File: src/rtl/i2crb_pkg.sv
package i2crb_pkg;
   localparam int NUM_BYTES_DEF = 15;
   localparam int FSEL_W        = 5;
   localparam int REV_W         = 4;
   localparam int CNT_IDX       = 7;
   localparam int FSEL_IDX      = 1;
   localparam int MULT_IDX      = 4;
   localparam int VEND_IDX      = 8;
   localparam logic [3:0] VENDOR_NIB = 4'b0001;

   typedef enum logic [2:0] {
      ST_IDLE,
      ST_ADDR,
      ST_ADDR_ACK,
      ST_RX,
      ST_RX_ACK,
      ST_TX,
      ST_TX_ACK
   } bus_state_t;

   // bits a host write may change, per location
   function automatic logic [7:0] wr_mask(input int i);
      case (i)
         1:        return 8'h07;
         4, 6, 8:  return 8'h00;
         14:       return 8'h1F;
         default:  return 8'hFF;
      endcase
   endfunction

   function automatic logic [7:0] rst_val(input int i);
      case (i)
         1:       return 8'h07;
         2:       return 8'hFF;
         7:       return 8'h0F;
         10:      return 8'h1F;
         default: return 8'h00;
      endcase
   endfunction
endpackage

File: src/rtl/i2crb_sync.sv
module i2crb_sync #(
   parameter int   STAGES  = 2,
   parameter logic RST_VAL = 1'b1
) (
   input  logic clk,
   input  logic rst_n,
   input  logic d,
   output logic q
);
   logic [STAGES-1:0] chain;

   generate
      if (STAGES < 2) begin : g_bad_depth
         $error("i2crb_sync: STAGES must be at least 2");
      end
   endgenerate

   always_ff @(posedge clk or negedge rst_n) begin
      if (!rst_n) chain <= {STAGES{RST_VAL}};
      else        chain <= {chain[STAGES-2:0], d};
   end

   assign q = chain[STAGES-1];
endmodule

File: src/rtl/i2crb_events.sv
module i2crb_events (
   input  logic clk,
   input  logic rst_n,
   input  logic scl_s,
   input  logic sda_s,
   output logic scl_rise,
   output logic scl_fall,
   output logic start_det,
   output logic stop_det
);
   logic scl_p, sda_p;

   always_ff @(posedge clk or negedge rst_n) begin
      if (!rst_n) begin
         scl_p <= 1'b1;
         sda_p <= 1'b1;
      end else begin
         scl_p <= scl_s;
         sda_p <= sda_s;
      end
   end

   assign scl_rise  =  scl_s & ~scl_p;
   assign scl_fall  = ~scl_s &  scl_p;
   assign start_det =  scl_s &  scl_p &  sda_p & ~sda_s;
   assign stop_det  =  scl_s &  scl_p & ~sda_p &  sda_s;
endmodule

File: src/rtl/i2crb_bank.sv
module i2crb_bank
   import i2crb_pkg::*;
#(
   parameter int NUM   = NUM_BYTES_DEF,
   parameter int IDX_W = $clog2(NUM)
) (
   input  logic              clk,
   input  logic              rst_n,
   input  logic              wr_en,
   input  logic [IDX_W-1:0]  wr_idx,
   input  logic [7:0]        wr_data,
   input  logic [FSEL_W-1:0] fsel_strap,
   input  logic              mult_strap,
   input  logic [REV_W-1:0]  rev_id,
   input  logic [IDX_W-1:0]  rd_idx,
   output logic [7:0]        rd_data,
   output logic [NUM*8-1:0]  view_bus
);
   logic [7:0] store_q [NUM];
   logic [7:0] view_a  [NUM];

   generate
      for (genvar g = 0; g < NUM; g++) begin : g_loc
         localparam logic [7:0] MASK = wr_mask(g);
         localparam logic [7:0] INIT = rst_val(g);

         always_ff @(posedge clk or negedge rst_n) begin
            if (!rst_n)
               store_q[g] <= INIT;
            else if (wr_en && wr_idx == IDX_W'(g))
               store_q[g] <= (store_q[g] & ~MASK) | (wr_data & MASK);
         end

         // protected bits stay at their reset value of 0, so merge by OR
         if (g == FSEL_IDX) begin : g_fsel
            assign view_a[g] = store_q[g] | {fsel_strap, 3'b000};
         end else if (g == MULT_IDX) begin : g_mult
            assign view_a[g] = store_q[g] | {mult_strap, 7'b0};
         end else if (g == VEND_IDX) begin : g_vend
            assign view_a[g] = store_q[g] | {rev_id, VENDOR_NIB};
         end else begin : g_plain
            assign view_a[g] = store_q[g];
         end

         assign view_bus[g*8 +: 8] = view_a[g];
      end
   endgenerate

   always_comb begin
      rd_data = 8'h00;
      for (int i = 0; i < NUM; i++)
         if (rd_idx == IDX_W'(i)) rd_data = view_a[i];
   end

   AST_WR_IDX_RANGE: assert property (@(posedge clk) disable iff (!rst_n)
      wr_en |-> ({1'b0, wr_idx} < (IDX_W+1)'(NUM))) else $error("write index out of bank");
endmodule

File: src/rtl/i2crb_ctrl.sv
module i2crb_ctrl
   import i2crb_pkg::*;
#(
   parameter int         NUM     = NUM_BYTES_DEF,
   parameter int         IDX_W   = $clog2(NUM),
   parameter logic [6:0] DEV_ADR = 7'h69
) (
   input  logic             clk,
   input  logic             rst_n,
   input  logic             scl_s,
   input  logic             sda_s,
   input  logic             scl_rise,
   input  logic             scl_fall,
   input  logic             start_det,
   input  logic             stop_det,
   input  logic [7:0]       rd_data,
   output logic [IDX_W-1:0] rd_idx,
   output logic             wr_en,
   output logic [IDX_W-1:0] wr_idx,
   output logic [7:0]       wr_data,
   output logic             drv_low
);
   localparam logic [7:0]       WR_ADR8 = {DEV_ADR, 1'b0};
   localparam logic [7:0]       RD_ADR8 = {DEV_ADR, 1'b1};
   localparam logic [7:0]       NUM8    = 8'(NUM);
   localparam logic [IDX_W-1:0] LAST    = IDX_W'(NUM - 1);

   bus_state_t       st;
   logic [2:0]       bitcnt;
   logic             full;
   logic [7:0]       sh;
   logic             rw;
   logic [1:0]       phase;
   logic [7:0]       remain;
   logic [IDX_W-1:0] idx, idx_nxt;
   logic             host_ack;

   assign idx_nxt = (idx == LAST) ? '0 : idx + 1'b1;
   assign rd_idx  = (st == ST_ADDR_ACK) ? IDX_W'(CNT_IDX) : idx;

   always_ff @(posedge clk or negedge rst_n) begin
      if (!rst_n) begin
         st <= ST_IDLE;  bitcnt <= '0;  full <= 1'b0;  sh <= '0;
         rw <= 1'b0;     phase <= '0;   remain <= '0;  idx <= '0;
         host_ack <= 1'b0;  drv_low <= 1'b0;
         wr_en <= 1'b0;  wr_idx <= '0;  wr_data <= '0;
      end else begin
         wr_en <= 1'b0;
         if (start_det) begin
            st <= ST_ADDR;  bitcnt <= '0;  full <= 1'b0;
         end else if (stop_det) begin
            st <= ST_IDLE;  full <= 1'b0;
         end else if (scl_rise) begin
            case (st)
               ST_ADDR, ST_RX: begin
                  sh     <= {sh[6:0], sda_s};
                  bitcnt <= bitcnt + 3'd1;
                  if (bitcnt == 3'd7) full <= 1'b1;
               end
               ST_TX: begin
                  bitcnt <= bitcnt + 3'd1;
                  if (bitcnt == 3'd7) full <= 1'b1;
               end
               ST_TX_ACK: host_ack <= ~sda_s;
               default: ;
            endcase
         end else if (scl_fall) begin
            case (st)
               ST_IDLE: drv_low <= 1'b0;
               ST_ADDR: if (full) begin
                  full <= 1'b0;  bitcnt <= '0;
                  if (sh == WR_ADR8) begin
                     rw <= 1'b0;  drv_low <= 1'b1;  st <= ST_ADDR_ACK;
                  end else if (sh == RD_ADR8) begin
                     rw <= 1'b1;  drv_low <= 1'b1;  st <= ST_ADDR_ACK;
                  end else begin
                     st <= ST_IDLE;
                  end
               end
               ST_ADDR_ACK: if (!rw) begin
                  drv_low <= 1'b0;  phase <= 2'd0;  st <= ST_RX;
               end else begin
                  sh <= rd_data;  drv_low <= ~rd_data[7];  st <= ST_TX;
               end
               ST_RX: if (full) begin
                  full <= 1'b0;  bitcnt <= '0;  drv_low <= 1'b1;  st <= ST_RX_ACK;
                  case (phase)
                     2'd0: begin
                        idx   <= (sh < NUM8) ? sh[IDX_W-1:0] : '0;
                        phase <= 2'd1;
                     end
                     2'd1: begin
                        remain <= sh;
                        phase  <= 2'd2;
                     end
                     default: if (remain != 8'd0) begin
                        wr_en   <= 1'b1;
                        wr_idx  <= idx;
                        wr_data <= sh;
                        idx     <= idx_nxt;
                        remain  <= remain - 8'd1;
                     end
                  endcase
               end
               ST_RX_ACK: begin
                  drv_low <= 1'b0;  st <= ST_RX;
               end
               ST_TX: if (full) begin
                  full <= 1'b0;  bitcnt <= '0;  drv_low <= 1'b0;  st <= ST_TX_ACK;
               end else begin
                  sh <= {sh[6:0], 1'b0};  drv_low <= ~sh[6];
               end
               ST_TX_ACK: if (host_ack) begin
                  sh <= rd_data;  drv_low <= ~rd_data[7];  idx <= idx_nxt;  st <= ST_TX;
               end else begin
                  drv_low <= 1'b0;  st <= ST_IDLE;
               end
               default: st <= ST_IDLE;
            endcase
         end
      end
   end

   AST_SDA_MOVES_SCL_LOW: assert property (@(posedge clk) disable iff (!rst_n)
      !$stable(drv_low) |-> !scl_s) else $error("SDA changed with SCL high");
   AST_IDX_IN_BANK: assert property (@(posedge clk) disable iff (!rst_n)
      {1'b0, idx} < (IDX_W+1)'(NUM)) else $error("index left the bank");
   AST_WR_ONLY_IN_ACK: assert property (@(posedge clk) disable iff (!rst_n)
      wr_en |-> (st == ST_RX_ACK && drv_low)) else $error("store outside ack slot");
   AST_ACK_ONE_BIT: assert property (@(posedge clk) disable iff (!rst_n)
      (st == ST_RX_ACK && scl_fall) |=> (st == ST_RX && !drv_low)) else $error("ack not released");
   AST_NOMATCH_SILENT: assert property (@(posedge clk) disable iff (!rst_n)
      (st == ST_IDLE && $past(st) == ST_ADDR) |-> !drv_low) else $error("drive after foreign address");
endmodule

File: src/rtl/i2c_idx_regbank.sv
module i2c_idx_regbank
   import i2crb_pkg::*;
#(
   parameter int         NUM_BYTES   = NUM_BYTES_DEF,
   parameter int         SYNC_STAGES = 2,
   parameter logic [6:0] DEV_ADR     = 7'h69
) (
   input  logic                  clk,
   input  logic                  rst_n,
   input  logic                  scl_i,
   input  logic                  sda_i,
   output logic                  sda_o,
   output logic                  sda_oe,
   input  logic [FSEL_W-1:0]     fsel_strap,
   input  logic                  mult_strap,
   input  logic [REV_W-1:0]      rev_id,
   output logic [NUM_BYTES*8-1:0] cfg_q
);
   localparam int IDX_W = $clog2(NUM_BYTES);

   generate
      if (NUM_BYTES <= VEND_IDX || NUM_BYTES > 256) begin : g_bad_size
         $error("i2c_idx_regbank: NUM_BYTES must cover the fixed fields and fit an index byte");
      end
   endgenerate

   logic scl_s, sda_s, scl_rise, scl_fall, start_det, stop_det;
   logic [7:0]       rd_data, wr_data;
   logic [IDX_W-1:0] rd_idx, wr_idx;
   logic             wr_en, drv_low;

   i2crb_sync #(.STAGES(SYNC_STAGES), .RST_VAL(1'b1)) u_sync_scl (
      .clk(clk), .rst_n(rst_n), .d(scl_i), .q(scl_s));
   i2crb_sync #(.STAGES(SYNC_STAGES), .RST_VAL(1'b1)) u_sync_sda (
      .clk(clk), .rst_n(rst_n), .d(sda_i), .q(sda_s));

   i2crb_events u_events (
      .clk(clk), .rst_n(rst_n), .scl_s(scl_s), .sda_s(sda_s),
      .scl_rise(scl_rise), .scl_fall(scl_fall),
      .start_det(start_det), .stop_det(stop_det));

   i2crb_ctrl #(.NUM(NUM_BYTES), .IDX_W(IDX_W), .DEV_ADR(DEV_ADR)) u_ctrl (
      .clk(clk), .rst_n(rst_n), .scl_s(scl_s), .sda_s(sda_s),
      .scl_rise(scl_rise), .scl_fall(scl_fall),
      .start_det(start_det), .stop_det(stop_det),
      .rd_data(rd_data), .rd_idx(rd_idx),
      .wr_en(wr_en), .wr_idx(wr_idx), .wr_data(wr_data),
      .drv_low(drv_low));

   i2crb_bank #(.NUM(NUM_BYTES), .IDX_W(IDX_W)) u_bank (
      .clk(clk), .rst_n(rst_n),
      .wr_en(wr_en), .wr_idx(wr_idx), .wr_data(wr_data),
      .fsel_strap(fsel_strap), .mult_strap(mult_strap), .rev_id(rev_id),
      .rd_idx(rd_idx), .rd_data(rd_data), .view_bus(cfg_q));

   assign sda_o  = 1'b0;
   assign sda_oe = drv_low;
endmodule

File: config.mk
export PLATFORM = sky130hd
export DESIGN_NAME = i2c_idx_regbank
export DESIGN_NICKNAME = d
export VERILOG_FILES = /design/src/rtl/i2crb_pkg.sv /design/src/rtl/i2crb_sync.sv /design/src/rtl/i2crb_events.sv /design/src/rtl/i2crb_bank.sv /design/src/rtl/i2crb_ctrl.sv /design/src/rtl/i2c_idx_regbank.sv
export SDC_FILE = /design/constraint.sdc
export NUM_CORES = 1
export LEC_CHECK = 0
export BUFFER_PORTS_ARGS = -buffer_cell sky130_fd_sc_hd__buf_4
export CELL_PAD_IN_SITES_DETAIL_PLACEMENT = 1
export CELL_PAD_IN_SITES_GLOBAL_PLACEMENT = 1
export CORE_MARGIN = 2
export CORE_UTILIZATION = 35
export CTS_BUF_LIST = sky130_fd_sc_hd__clkbuf_8 sky130_fd_sc_hd__clkbuf_16
export DETAILED_ROUTE_END_ITERATION = 8
export GPL_TIMING_DRIVEN = 0
export PLACE_DENSITY_LB_ADDON = 0.1
export SLEW_MARGIN = 5
export SYNTH_ARGS = -nofsm -noshare
export SYNTH_HDL_FRONTEND = slang
export SYNTH_SLANG_ARGS = --single-unit
File: constraint.sdc
create_clock -name clk -period 2.4 [get_ports clk]
set_input_delay 0.12 -clock clk [delete_from_list [all_inputs] [get_ports clk]]
set_output_delay 0.12 -clock clk [all_outputs]
set_load 0.02 [all_outputs]
Word level (Yosys, flattened, before mapping)
Index checks and enable logic that the tools add are counted.
{"block": "op_classes", "n_addsub": 3, "magnitude_cmp": 1, "n_eq_ne": 59, "mux": 79, "bitwise": 21, "n_reduce_logical": 43}
{"op": "$mux 8", "count": 22}
{"op": "$eq 4x4->1 const B", "count": 14}
{"op": "$mux 3", "count": 17}
{"op": "$reduce_and 8->1", "count": 5}
{"op": "$eq 4x3->1 const B", "count": 6}
{"op": "$mux 4", "count": 6}
{"op": "$pmux 8 s3", "count": 1}
{"op": "$mux 1", "count": 23}
{"op": "$pmux 3 s7", "count": 1}
{"op": "$eq 4x2->1 const B", "count": 4}
{"op": "$eq 8x8->1 const B", "count": 2}
{"op": "$pmux 4 s2", "count": 2}
{"op": "$pmux 8 s2", "count": 1}
{"op": "$eq 3x3->1 const B", "count": 4}
{"op": "$logic_and 1x1->1", "count": 12}
{"op": "$ne 3x1->1 const B", "count": 4}
{"op": "$ne 3x2->1 const B", "count": 4}
{"op": "$ne 4x3->1 const B", "count": 3}
{"op": "$not 1->1", "count": 11}
{"op": "$reduce_bool 2->1", "count": 5}
{"op": "$reduce_and 9->1", "count": 1}
{"op": "$reduce_bool 3->1", "count": 3}
{"op": "$eq 4x1->1 const B", "count": 2}
{"op": "$logic_not 4->1", "count": 2}
{"op": "other kinds (30)", "count": 51}
{"block": "totals", "register_bits": 147, "in_bits": 14, "output_inout_bits": 122, "wordCells": 235}

Logic depth before layout (Yosys ltp)
Gate-level depths: netlist of the first run.
{"block": "logic_depth", "word_depth": 22, "depth_mapped": 10, "ltp_nobuf": 8}

Modules after synthesis
Synthesis of the first run repeated with hierarchy kept, for this count alone.
{"block": "unflattened", "hier_cells": 666, "hier_area_um2": 7611.0}
{"module": "i2crb_bank", "instances": 1, "cells_per_inst": 411, "area_per_inst_um2": 4794.6}
{"module": "i2crb_ctrl", "instances": 1, "cells_per_inst": 243, "area_per_inst_um2": 2615.0}
{"module": "i2crb_sync", "instances": 2, "cells_per_inst": 2, "area_per_inst_um2": 52.6}
{"module": "i2crb_events", "instances": 1, "cells_per_inst": 6, "area_per_inst_um2": 85.1}
{"module": "i2c_idx_regbank", "instances": 1, "cells_per_inst": 2, "area_per_inst_um2": 11.3}

Worst setup path after synthesis of the first run
OpenSTA, ideal clock, no wires.
{"block": "synth_timing", "kind": "flip-flop to flip-flop", "startpoint": "register u_events.scl_p", "endpoint": "register u_ctrl.sh[4]", "setup_ps": 149, "arrival_time_ps": 2073, "t_required_ps": 2251, "path_slack_ps": 177, "stages_incl_launch_ff": 11, "synth_period_minus_slack_ps": 2223, "cell_sequence": "dfstp_2 inv_1 ha_1 buf_2 nor4b_1 o21ai_0 a211o_1 buf_2 or3_1 o21ai_1 a41oi_1"}
{"block": "synth_between", "elab_chain_cells": 5}
{"item": "start: declaration", "line": "i2crb_events.sv:11", "rtl": "logic scl_p, sda_p;"}
{"item": "start signal: assignment", "line": "i2crb_events.sv:18", "rtl": "scl_p <= scl_s;"}
{"item": "$and 1x1->1", "line": "i2crb_events.sv:25, i2crb_events.sv:26"}
{"item": "$and 1x1->1, on equally long branches (2 in a row)", "line": "i2crb_events.sv:26, i2crb_events.sv:25"}
{"item": "$not 1->1 (no line)"}
{"item": "$reduce_and 8->1 (no line)"}
{"item": "end signal: assignment", "line": "i2crb_ctrl.sv:56", "rtl": "sh <= {sh[6:0], sda_s};"}
{"item": "end signal: assignment", "line": "i2crb_ctrl.sv:111", "rtl": "sh <= {sh[6:0], 1'b0}; drv_low <= ~sh[6];"}
{"item": "end: declaration", "line": "i2crb_ctrl.sv:31", "rtl": "logic [7:0] sh;"}
Parallel ways exist; a longest one is shown, timed or not.
A chain may end at the register's enable or synchronous reset.

Worst setup path after layout of the first run
{"block": "layout_timing", "startpoint": "register u_ctrl.st[0]", "endpoint": "register u_ctrl.drv_low"}
{"block": "layout_between", "elab_chain_cells": 21}
{"item": "start: declaration", "line": "i2crb_ctrl.sv:28", "rtl": "bus_state_t st;"}
{"item": "start signal: assignment", "line": "i2crb_ctrl.sv:43", "rtl": "st <= ST_IDLE; bitcnt <= '0; full <= 1'b0; sh <= '0;"}
{"item": "start signal: assignment", "line": "i2crb_ctrl.sv:50", "rtl": "st <= ST_ADDR; bitcnt <= '0; full <= 1'b0;"}
{"item": "start signal: assignment", "line": "i2crb_ctrl.sv:52", "rtl": "st <= ST_IDLE; full <= 1'b0;"}
{"item": "$eq 3x2->1", "line": "i2crb_ctrl.sv:39, i2crb_ctrl.sv:68"}
{"item": "$mux 4", "line": "i2crb_ctrl.sv:39", "rtl": "assign rd_idx = (st == ST_ADDR_ACK) ? IDX_W'(CNT_IDX) : idx;"}
{"item": "$logic_not 4->1", "line": "i2crb_bank.sv:52", "rtl": "if (rd_idx == IDX_W'(i)) rd_data = view_a[i];"}
{"item": "$mux 8 (15 in a row)", "line": "i2crb_bank.sv:52"}
{"item": "$not 1->1", "line": "i2crb_ctrl.sv:83, i2crb_ctrl.sv:114"}
{"item": "$mux 1, on equally long branches", "line": "i2crb_ctrl.sv:113, i2crb_ctrl.sv:80"}
{"item": "$pmux 1 s6", "line": "i2crb_ctrl.sv:68", "rtl": "case (st)"}
{"item": "end signal: assignment", "line": "i2crb_ctrl.sv:111"}
{"item": "end: declaration", "line": "i2crb_ctrl.sv:21", "rtl": "output logic drv_low"}
Parallel ways exist; a longest one is shown, timed or not.

==> results of run 1 <==
-- logic make-up after synthesis --
kind of cell	count (synthesis)
AND/OR/NAND/NOR	179
buffers and inverters	86
flip-flops	139
adder cells (fa/ha/maj)	7
other	2
XOR/XNOR	1
AO/OA/AOI/OAI	159
multiplexers	112
-- worst reg2reg max path, delay by kind of cell (launching register included) --
family / cells / cell delay, ns
DFF: 1 / 0.48
AOI/OAI and AO/OA: 4 / 0.77
and+or+nand+nor: 1 / 0.46
buffers and inverters: 1 / 0.19
muxes: 1 / 0.27
-- worst max-delay path by stage --
stage,from,end,cells after the start
2_1_floorplan,u_events.scl_p$_DFF_PN1_,u_ctrl.sh[4]$_DFFE_PN0P_,10
3_3_place_gp,u_events.scl_p$_DFF_PN1_,u_ctrl.wr_data[5]$_DFFE_PN0P_,9
3_5_place_dp,u_events.scl_p$_DFF_PN1_,u_ctrl.wr_data[5]$_DFFE_PN0P_,9
4_1_cts,u_events.scl_p$_DFF_PN1_,u_ctrl.sh[1]$_DFFE_PN0P_,10
5_1_grt,u_ctrl.idx[3]$_DFFE_PN0P_,u_ctrl.sh[2]$_DFFE_PN0P_,7
6_report,u_ctrl.st[0]$_DFFE_PN0P_,u_ctrl.drv_low$_DFFE_PN0P_,7
-- cell usage in the layout, fill, tap and decap left out, drive strengths merged, types with 5 or more instances in the layout --
cell and n:
a211oi 7, a21o 5, a21oi 41, a22oi 6
a31oi 9, buf 161, clkbuf 45, conb 23
dfrtp 113, dfstp 26, ha 7, inv 22
mux2 101, mux2i 7, nand2 45, nand2b 10
nand3 10, nand3b 5, nor2 38, nor2b 11
nor3 21, nor4 9, o21ai 52, or3 7
-- flip-flops by register name (all words and copies together), names as in the netlist, 2 cells and up --
register          flops
u_ctrl.remain         8
u_ctrl.sh             8
u_sync_sda.chain      2
u_ctrl.bitcnt         3
u_ctrl.idx            4
u_bank.store_q        3
u_ctrl.phase          2
u_bank.view_bus      85
u_ctrl.wr_data        8
u_ctrl.st             3
u_ctrl.wr_idx         4
u_sync_scl.chain      2
-- cell type report --
| cell class | instances | area [sq um] |
|---|---|---|
| Clock buffer | 18 | 439.2 |
| Clock inverter | 14 | 150.1 |
| Multi-Input combinational cell | 481 | 3571 |
| Inverter | 14 | 52.55 |
| Sequential cell | 139 | 3516 |
| Timing Repair Buffer | 120 | 932.1 |
| Buffer | 71 | 442.9 |
| Fill cell | 2343 | 11370 |
| Tap cell | 275 | 344.1 |
-- metal layers --
layer	part of all wire (%)	global-route usage, %	vias up
met3	2.8	3.456	40
met4	2.1	6.476	0
li1	-	-	2764
met2	49	38.64	132
met1	46	31.25	3124
met5	0	0	-
-- repair_timing --
item	4_1_cts	5_1_grt
hold endpoints to repair	59	0
endpoints found under the setup margin	26	34
hold buffers	3	0
pin swaps	2	2
buffers inserted	3	1
cloned	0	0
gates resized for setup	19	37
-- report_power, final --
group / switching, W / total, W / leakage (nW) / internal (W)
logic: 0.000210 / 0.000368 / 2.25 / 0.000158
registers: 0.000141 / 0.00255 / 1.82 / 0.00241
clock network: 0.00118 / 0.00268 / 0.282 / 0.00150
total: 0.00153 / 0.00560 / 4.35 / 0.00407
-- through the flow --
stage	cell area, sq um	setup WS (ns)
2_1_floorplan	7428	0.1773
3_3_place_gp	8613	-0.2031
3_5_place_dp	8645	-0.2721
4_1_cts	9354	0.006843
5_1_grt	9448	0.01422
6_report	9448	0.1235
==> out/metrics.cfg, run 1 <==
[die]
pin_count=136
start_util_pct=35.30
die_y_um=148.9
die_area_sq_um=22170
chipWidth_um=148.9
num_rows=53
core_sq_um=20820

[run]
maxCapViolCount=0

[clock_network]
clk_path_buf_depth=2
cts.htree.levels=4
root_buffer=clkbuf_16
cts_buffers=17
cts.sinks=139
cts_tree=yes
worst_skew_pair.late_latency_ns=0.43
clk_pin_slew_ns=0.06

[logic_synthesis]
yosysTopAreaCellShare_pct=38.47
yosysWarningCount=0
synth.most_common_cell=dfrtp_1
synth-simple-area-share_pct=12.99
synth_cell_types=70
syn_inst=685
synth_edf_count=0
synth_top_family_by_area=multiplexers
yosys-top-cells-area=dfrtp_1 (38%), mux2_2 (15%), dfstp_2 (9.3%)
synth_compound_area_share_pct=13.93
netlist_area_sq_um=7350
synth-async-reset-ratio_pct=100.0
synthFlopType=dfrtp_1
netlist_top_cells_count=dfrtp_1 (113), mux2_2 (100), o21ai_0 (45), nand2_1 (44), a21oi_1 (41)
muxShareOfSynthArea_pct=17.65
ys_ff_latch=139
synthXorXnorAreaFrac_pct=0.1192
synth_top_area_cell=dfrtp_1
seq_area_frac_synth_pct=47.77
synth_fa_ha_area_share_pct=1.192
avgSynthCellArea_sq_um=10.73

[setup_path]
startpoint_type=register
worstPathBufferInverterCount=1
cp_top_family=compound AO/OA/AOI/OAI gates
cpMaxStageDelayCell=dfrtp_2
reg2regPathDepth=7
worstSetupPathType=register to register
ff2ff_setup_slack_ns=0.12
cp.required_ns=2.71
critPathCaptureType=register
path_max_fanout=10
r2r-start=u_ctrl.st[0]$_DFFE_PN0P_
max_stage_delay_ns=0.48
crit_chain=or3b_4 > buf_6 > a22oi_2 > o22ai_1 > a311oi_2 > o31ai_2 > mux2_2
r2r_end=u_ctrl.drv_low$_DFFE_PN0P_
arrival_ns=2.59

[timing]
finalCritPeriodShare_pct=94.85
maxSlewViolCount=0
fin_setup_tns_ns=0
worstMarginPinSlew_ns=1.065
slew_headroom_pct=28.73
setup_viol=0
hold_viol_final=0
rsz0062_at_grt=false
max_freq_mhz=439.3
period_minus_slack_ns=2.276
skew_ns=0.01257
holdWs_ns=0.2768

[place]
place.gp.congestion=0.7927
dpl.hpwl_um=17920
place_inst=1094
port_buffers=112

[cells_and_area]
antenna_cells=0
drive_above_1_share_pct=42.71
final_util_pct=45.37
nets=865
fin_cells=1132
area_growth_pct=28.55

[grt]
grt.overflow.total=0
first_global_vias=6434
grt_use_total_pct=23.10
antenna_found_initial=0
grt_max_degree=77
grt_pass1_wl_um=38570

[status]
outcome=finished, final reports clean

[power]
finalPower_w=0.005599
pwr_density_cell_nw_per_um2=592.6
ir_drop_mv=0.4832
p_leak_nw=4.352

[route]
routed_via_density=5.353
drt-initial-drc-count=238
wl_per_cell_um=21.98
wl_um=24890
drc=0
drtPass1Iterations=4
routed-via-count=6060
final_antenna_net_count=0

[worst_hold_path]
min_path_type=input port to async pin

No activity file was read; power rests on OpenSTA's default activity.
==> inputs of run 2 (changes only) <==
--- a/config.mk
+++ b/config.mk
@@ -16,2 +16,3 @@
 export PLACE_DENSITY_LB_ADDON = 0.1
+export SETUP_SLACK_MARGIN = 0.4
 export SLEW_MARGIN = 5
==> constraint.sdc (replaced) <==
create_clock -name clk -period 2.4 [get_ports clk]
set_input_delay 0.36 -clock clk [delete_from_list [all_inputs] [get_ports clk]]
set_output_delay 0.36 -clock clk [all_outputs]
set_load 0.02 [all_outputs]
==> run 2 against run 1 <==
Sequential share of layout area fell by 3.1 points. Count of clock-buffer cells in the layout fell by 1. Clock power fell by 3%. Maximum frequency rose by 2.0%. Clock skew barely moved. First-iteration DRC count rose by 26%. Largest power group unchanged.
==> out/metrics.cfg, run 2 (synthesized netlist as in run 1, its figures left out) <==
[grt]
grt.busiest_layer=met2
grt_use_total_pct=24.22  ; +1.1 points
met3_usage_pct=3.456  ; unchanged
first_global_vias=6772  ; +5.3%
grt_max_degree=74  ; -3.9%
grt_pass1_wl_um=40320  ; +4.5%
grtUsageMet2_pct=41.80  ; +3.2 points
grt_util_met1_pct=31.31  ; +0.065 points
antenna_found_initial=0  ; unchanged
grt.overflow.total=0  ; unchanged

[route]
drtPass1Iterations=5  ; +1
wl_um=26830  ; +7.8%
wl_per_cell_um=22.83  ; +3.9%
drt-initial-drc-count=300  ; +26%
drc=0  ; unchanged
routed-via-count=6403  ; +5.7%
final_antenna_net_count=0  ; unchanged
routed_via_density=5.449  ; +1.8%

[setup_path]
cpMaxStageDelayCell=dfrtp_2
path_max_fanout=6  ; -4
startpoint_type=register
critPathLaunch=u_ctrl.st[0]$_DFFE_PN0P_
worstSetupPathType=register to register
cp.required_ns=2.67  ; -0.04 ns
max_stage_delay_ns=0.44  ; -0.04 ns
critPathCaptureType=register
arrival_ns=2.50  ; -0.09 ns
r2r-start=u_ctrl.st[0]$_DFFE_PN0P_
crit_chain=buf_4 > nor2b_2 > nand3b_1 > a211o_1 > buf_6 > or3_4 > o21ai_2 > a41oi_2

[cells_and_area]
nets=908  ; +5.0%
antenna_cells=0  ; unchanged
drive_above_1_share_pct=51.89  ; +9.2 points
fillCellCount=2279  ; -2.7%
area_growth_pct=40.28
mostFrequentLayoutCells=buf_4 (175), dfrtp_1 (108), mux2_2 (97)
largest_reg_flops=85  ; unchanged
final_util_pct=49.51  ; +4.1 points
final_common_cell=buf_4
fin_cells=1175  ; +3.8%

[place]
place_inst=1094  ; unchanged
port_buffers=112  ; unchanged
pre_cts_slack_ns=-0.1636  ; +0.1085 ns
place.gp.congestion=0.8440  ; +6.5%
dpl.hpwl_um=18230  ; +1.7%

[timing]
setup_ws_ns=0.1682  ; +0.04462 ns
maxSlewViolCount=0  ; unchanged
skew_ns=0.01265  ; +0.00008170 ns
setup_viol=0  ; unchanged
finalCritPeriodShare_pct=92.99  ; -1.9 points
slew_headroom_pct=50.38  ; +22 points
hold_viol_final=0  ; unchanged
max_freq_mhz=448.1  ; +2.0%
worstMarginPinSlew_ns=0.7444  ; -0.3207 ns
rsz0062_at_grt=true
period_minus_slack_ns=2.232  ; -0.04462 ns

[power]
ir_drop_mv=0.4493  ; -7.0%
pwr_density_cell_nw_per_um2=546.9  ; -7.7%
comb_power_share_pct=8.1  ; +1.5 points
swShare_pct=28.86  ; +1.5 points
clkPwrFrac_pct=46.3  ; -1.5 points
power.switching_w=0.001627  ; +6.2%
seqPwrFrac_pct=45.6  ; about the same
internal_power_w=0.004011  ; -1.4%
p_leak_nw=4.722  ; +8.5%

[worst_hold_path]
hold_start=scl_i
min_path_type=input port to register

[die]
die_area_sq_um=22170  ; unchanged
num_rows=53  ; unchanged
chipWidth_um=148.9  ; unchanged
core_sq_um=20820  ; unchanged
start_util_pct=35.30  ; unchanged
die_y_um=148.9  ; unchanged
pin_count=136  ; unchanged

[clock_network]
cts.htree.levels=4  ; unchanged
worst_skew_pair.late_latency_ns=0.43  ; about the same
root_buffer=clkbuf_16
clk_pin_slew_ns=0.07  ; about the same
clk_path_buf_depth=2  ; unchanged
cts_buffers=17  ; unchanged
cts.sinks=139  ; unchanged
cts_tree=yes

[run]
maxCapViolCount=0  ; unchanged

[status]
outcome=finished, final reports clean

run 2: area by class of cell:
type	count	area, sq um	share of cell area, %
Multi-Input combinational cell	481	3961	38.42
Clock buffer	17	425.4	4.126
Inverter	14	52.55	0.5097
Timing Repair Buffer	162	1358	13.17
Clock inverter	15	150.1	1.456
Buffer	72	501.7	4.866
Sequential cell	139	3517	34.11
Tap cell	275	344.1	3.337
run 2: through the flow:
stage / hold slack, ns / power, W / cell area, sq um / setup TNS [ns]
finish: 0.04797 / 0.005638 / 10310 / 0
floorplan: 0.06441 / 0.002745 / 7477 / 0
CTS: 0.03006 / 0.005615 / 9871 / 0
detailed placement: 0.3475 / 0.002956 / 8693 / -0.6829
global placement: 0.3481 / 0.002931 / 8662 / -0.3843
global route: 0.03200 / 0.005819 / 10310 / 0
run 2: worst paths after layout:
| path | end | slack [ns] | depth (start not counted) |
|---|---|---|---|
| max | u_ctrl.sh[4]$_DFFE_PN0P_ | 0.17 | 8 |
| min | u_sync_scl.chain[0]$_DFF_PN1_ | 0.05 | 1 |
| max reg2reg | u_ctrl.sh[4]$_DFFE_PN0P_ | 0.17 | 8 |
| min reg2reg | u_sync_sda.chain[1]$_DFF_PN1_ | 0.36 | 0 |
| max in group asynchronous | u_bank.view_bus[82]$_DFFE_PN1P_ | 0.99 | 3 |
| min in group asynchronous | u_ctrl.remain[5]$_DFFE_PN0P_ | 0.54 | 2 |
run 2: power groups by stage:
stage | Clock [W] | Combinational (W) | Sequential (W)
after floorplan | 0 | 0.000224 | 0.00252
after global placement | 0 | 0.000340 | 0.00259
after detailed placement | 0 | 0.000360 | 0.00260
after CTS | 0.00265 | 0.000409 | 0.00256
after global routing | 0.00275 | 0.000494 | 0.00258
final | 0.00261 | 0.000457 | 0.00257
run 2: repair_timing:
action	in CTS	in global routing
gates resized for setup	93	77
gates cloned	2	1
buffers inserted	30	15
pin swaps	29	24
hold buffers	1	0
endpoints found under the setup margin	102	77
hold endpoints to repair	1	0
run 2: critical path: cells and delay by family (launching register included):
family	cells	cell delay, ns
AO/OA/AOI/OAI	3	0.47
flip-flops	1	0.44
AND/OR/NAND/NOR	3	0.85
buffers and inverters	2	0.31
run 2: routing by layer:
layer | part of all wire [%] | vias to the layer above | wire, um
li1 | - | 2853 | -
met1 | 43 | 3312 | 11450
met2 | 51 | 191 | 13740
met3 | 3.6 | 47 | 975
met4 | 2.4 | 0 | 656
met5 | 0 | - | 0
==> inputs of run 3 (changes only) <==
BUFFER_PORTS_ARGS = not set   (was -buffer_cell sky130_fd_sc_hd__buf_4)
DONT_BUFFER_PORTS = 1   (was not set)
==> run 3 against run 2 <==
The run now ends with hold timing left. Non-clock buffer count is 106 lower. Clock skew shrank 0.0033 ns. Combinational power is 23% lower. Clock power about the same. Final cell count down 9.0%. Via count down 7.6%. Global-route usage down 0.83 points. Power is 2.4% lower. Register-to-register slack about the same. Die area did not move. Worst setup slack gained 0.0058 ns. Critical path type unchanged. Highest routed layer unchanged.
==> out/metrics.cfg, run 3 (synthesized netlist as in run 1, its figures left out) <==
[status]
outcome=finished, violations left
violations=hold timing

[timing]
rsz0062_at_grt=true
skew_ns=0.009384  ; -0.003269 ns
worstMarginPinSlew_ns=0.7663  ; +0.02192 ns
holdWs_ns=-0.3769  ; -0.4249 ns
hold_viol_final=139  ; +139
maxSlewViolCount=0  ; unchanged
finalCritPeriodShare_pct=92.75  ; -0.24 points
setup_viol=0  ; unchanged
max_freq_mhz=449.2  ; +0.26%
period_minus_slack_ns=2.226  ; -0.005759 ns
slew_headroom_pct=48.52  ; -1.9 points

[route]
drc=0  ; unchanged
routed-via-count=5919  ; -7.6%
routed_via_density=5.537  ; +1.6%
drt-initial-drc-count=236  ; -21%
drtPass1Iterations=5  ; unchanged
final_antenna_net_count=0  ; unchanged
wl_per_cell_um=23.96  ; +4.9%
wl_um=25610  ; -4.5%

[cells_and_area]
mostFrequentLayoutCells=dfrtp_1 (109), mux2_2 (98), buf_4 (72)
final_util_pct=45.41  ; -4.1 points
largest_reg_flops=85  ; unchanged
nets=802  ; -12%
antenna_cells=0  ; unchanged
drive_above_1_share_pct=44.71  ; -7.2 points
fin_cells=1069  ; -9.0%
final_common_cell=dfrtp_1
area_growth_pct=28.65

[place]
dpl.hpwl_um=17590  ; -3.5%
port_buffers=0  ; -100%
place.gp.congestion=0.8366  ; -0.88%
place_inst=981  ; -10%

[setup_path]
max_stage_delay_ns=0.46  ; +0.02 ns
worstSetupPathType=register to register
startpoint_type=register
critPathCaptureType=register
worstPathBufferInverterCount=3  ; +1
path_max_fanout=6  ; unchanged
cp.required_ns=2.71  ; +0.04 ns
cp_top_family=compound AO/OA/AOI/OAI gates
crit_top_cell=buf_12
cpMaxStageDelayCell=dfrtp_2
arrival_ns=2.54  ; +0.04 ns
crit_chain=or3b_4 > buf_12 > a22oi_2 > o22ai_2 > a311oi_2 > buf_4 > buf_12 > o31ai_4 > mux2_4

[grt]
grt_max_degree=140  ; +89%
grt.overflow.total=0  ; unchanged
grt_use_total_pct=23.39  ; -0.83 points
grt_pass1_wl_um=38630  ; -4.2%
first_global_vias=6190  ; -8.6%
antenna_found_initial=0  ; unchanged

[power]
pwr_density_cell_nw_per_um2=582.1  ; +6.4%
p_leak_nw=4.128  ; -13%
ir_drop_mv=0.4672  ; +4.0%

[die]
chipWidth_um=148.9  ; unchanged
num_rows=53  ; unchanged
start_util_pct=35.30  ; unchanged
die_area_sq_um=22170  ; unchanged
pin_count=136  ; unchanged
core_sq_um=20820  ; unchanged
die_y_um=148.9  ; unchanged

[clock_network]
cts.sinks=139  ; unchanged
cts.htree.levels=4  ; unchanged
clk_path_buf_depth=2  ; unchanged
cts_tree=yes
worst_skew_pair.late_latency_ns=0.43  ; about the same
hold_buffers=2  ; +1
clk_pin_slew_ns=0.06  ; about the same
cts_buffers=17  ; unchanged
root_buffer=clkbuf_16

[worst_hold_path]
min_path_type=input port to async pin

[run]
maxCapViolCount=0  ; unchanged

## run 3: power by group
group	leakage [nW]	internal (W)	switching, W
clock	0.267	0.00144	0.00115
combinational	2.04	0.000175	0.000175
sequential	1.82	0.00241	0.000153
## run 3: metrics by stage
step | hold slack (ns) | power [W] | setup WS (ns) | area, sq um | setup TNS [ns]
after floorplan | 0.06441 | 0.002745 | 0.2628 | 7477 | 0
after global placement | 0.07374 | 0.002849 | -0.1487 | 7821 | -0.2237
after detailed placement | 0.07491 | 0.002860 | -0.09841 | 7821 | -0.4962
after CTS | -0.3843 | 0.005495 | 0.1598 | 9055 | 0
after global routing | -0.3854 | 0.005675 | 0.06527 | 9455 | 0
final | -0.3769 | 0.005504 | 0.1739 | 9455 | 0
## run 3: area by class of cell
cell class	instances	area, sq um
fill	2292	11370
multi-input combinational	481	3936
sequential	139	3516
timing repair buffer	56	536.8
buffer	72	504.2
clock buffer	17	425.4
tap	275	344.1
clock inverter	15	140.1
inverter	14	52.55
## run 3: timing repair
item / in CTS / in global routing
gates resized for setup: 84 / 69
endpoints found under the hold margin: 141 / 139
pin swaps: 28 / 28
setup endpoints to repair: 76 / 73
cloned: 2 / 0
buffers inserted: 35 / 17
## run 3: final timing paths
path                       cells past startpoint  slack [ns]                     startpoint                         endpoint
max                                            9        0.17       u_ctrl.st[0]$_DFFE_PN0P_       u_ctrl.drv_low$_DFFE_PN0P_
min                                            0       -0.38                          rst_n     u_ctrl.remain[6]$_DFFE_PN0P_
max reg2reg                                    9        0.17       u_ctrl.st[0]$_DFFE_PN0P_       u_ctrl.drv_low$_DFFE_PN0P_
min reg2reg                                    0        0.35  u_sync_scl.chain[0]$_DFF_PN1_    u_sync_scl.chain[1]$_DFF_PN1_
max in group asynchronous                      0        2.51                          rst_n  u_bank.view_bus[59]$_DFFE_PN1P_
min in group clk                               0        0.35  u_sync_scl.chain[0]$_DFF_PN1_    u_sync_scl.chain[1]$_DFF_PN1_
## run 3: layer usage
metal	share of wire [%]	vias to the layer above	GRT usage [%]
met5	0	-	0
met4	1.3	0	6.857
met3	5.2	25	5.413
met2	51	154	39.98
met1	42	3094	29.60
li1	-	2646	-
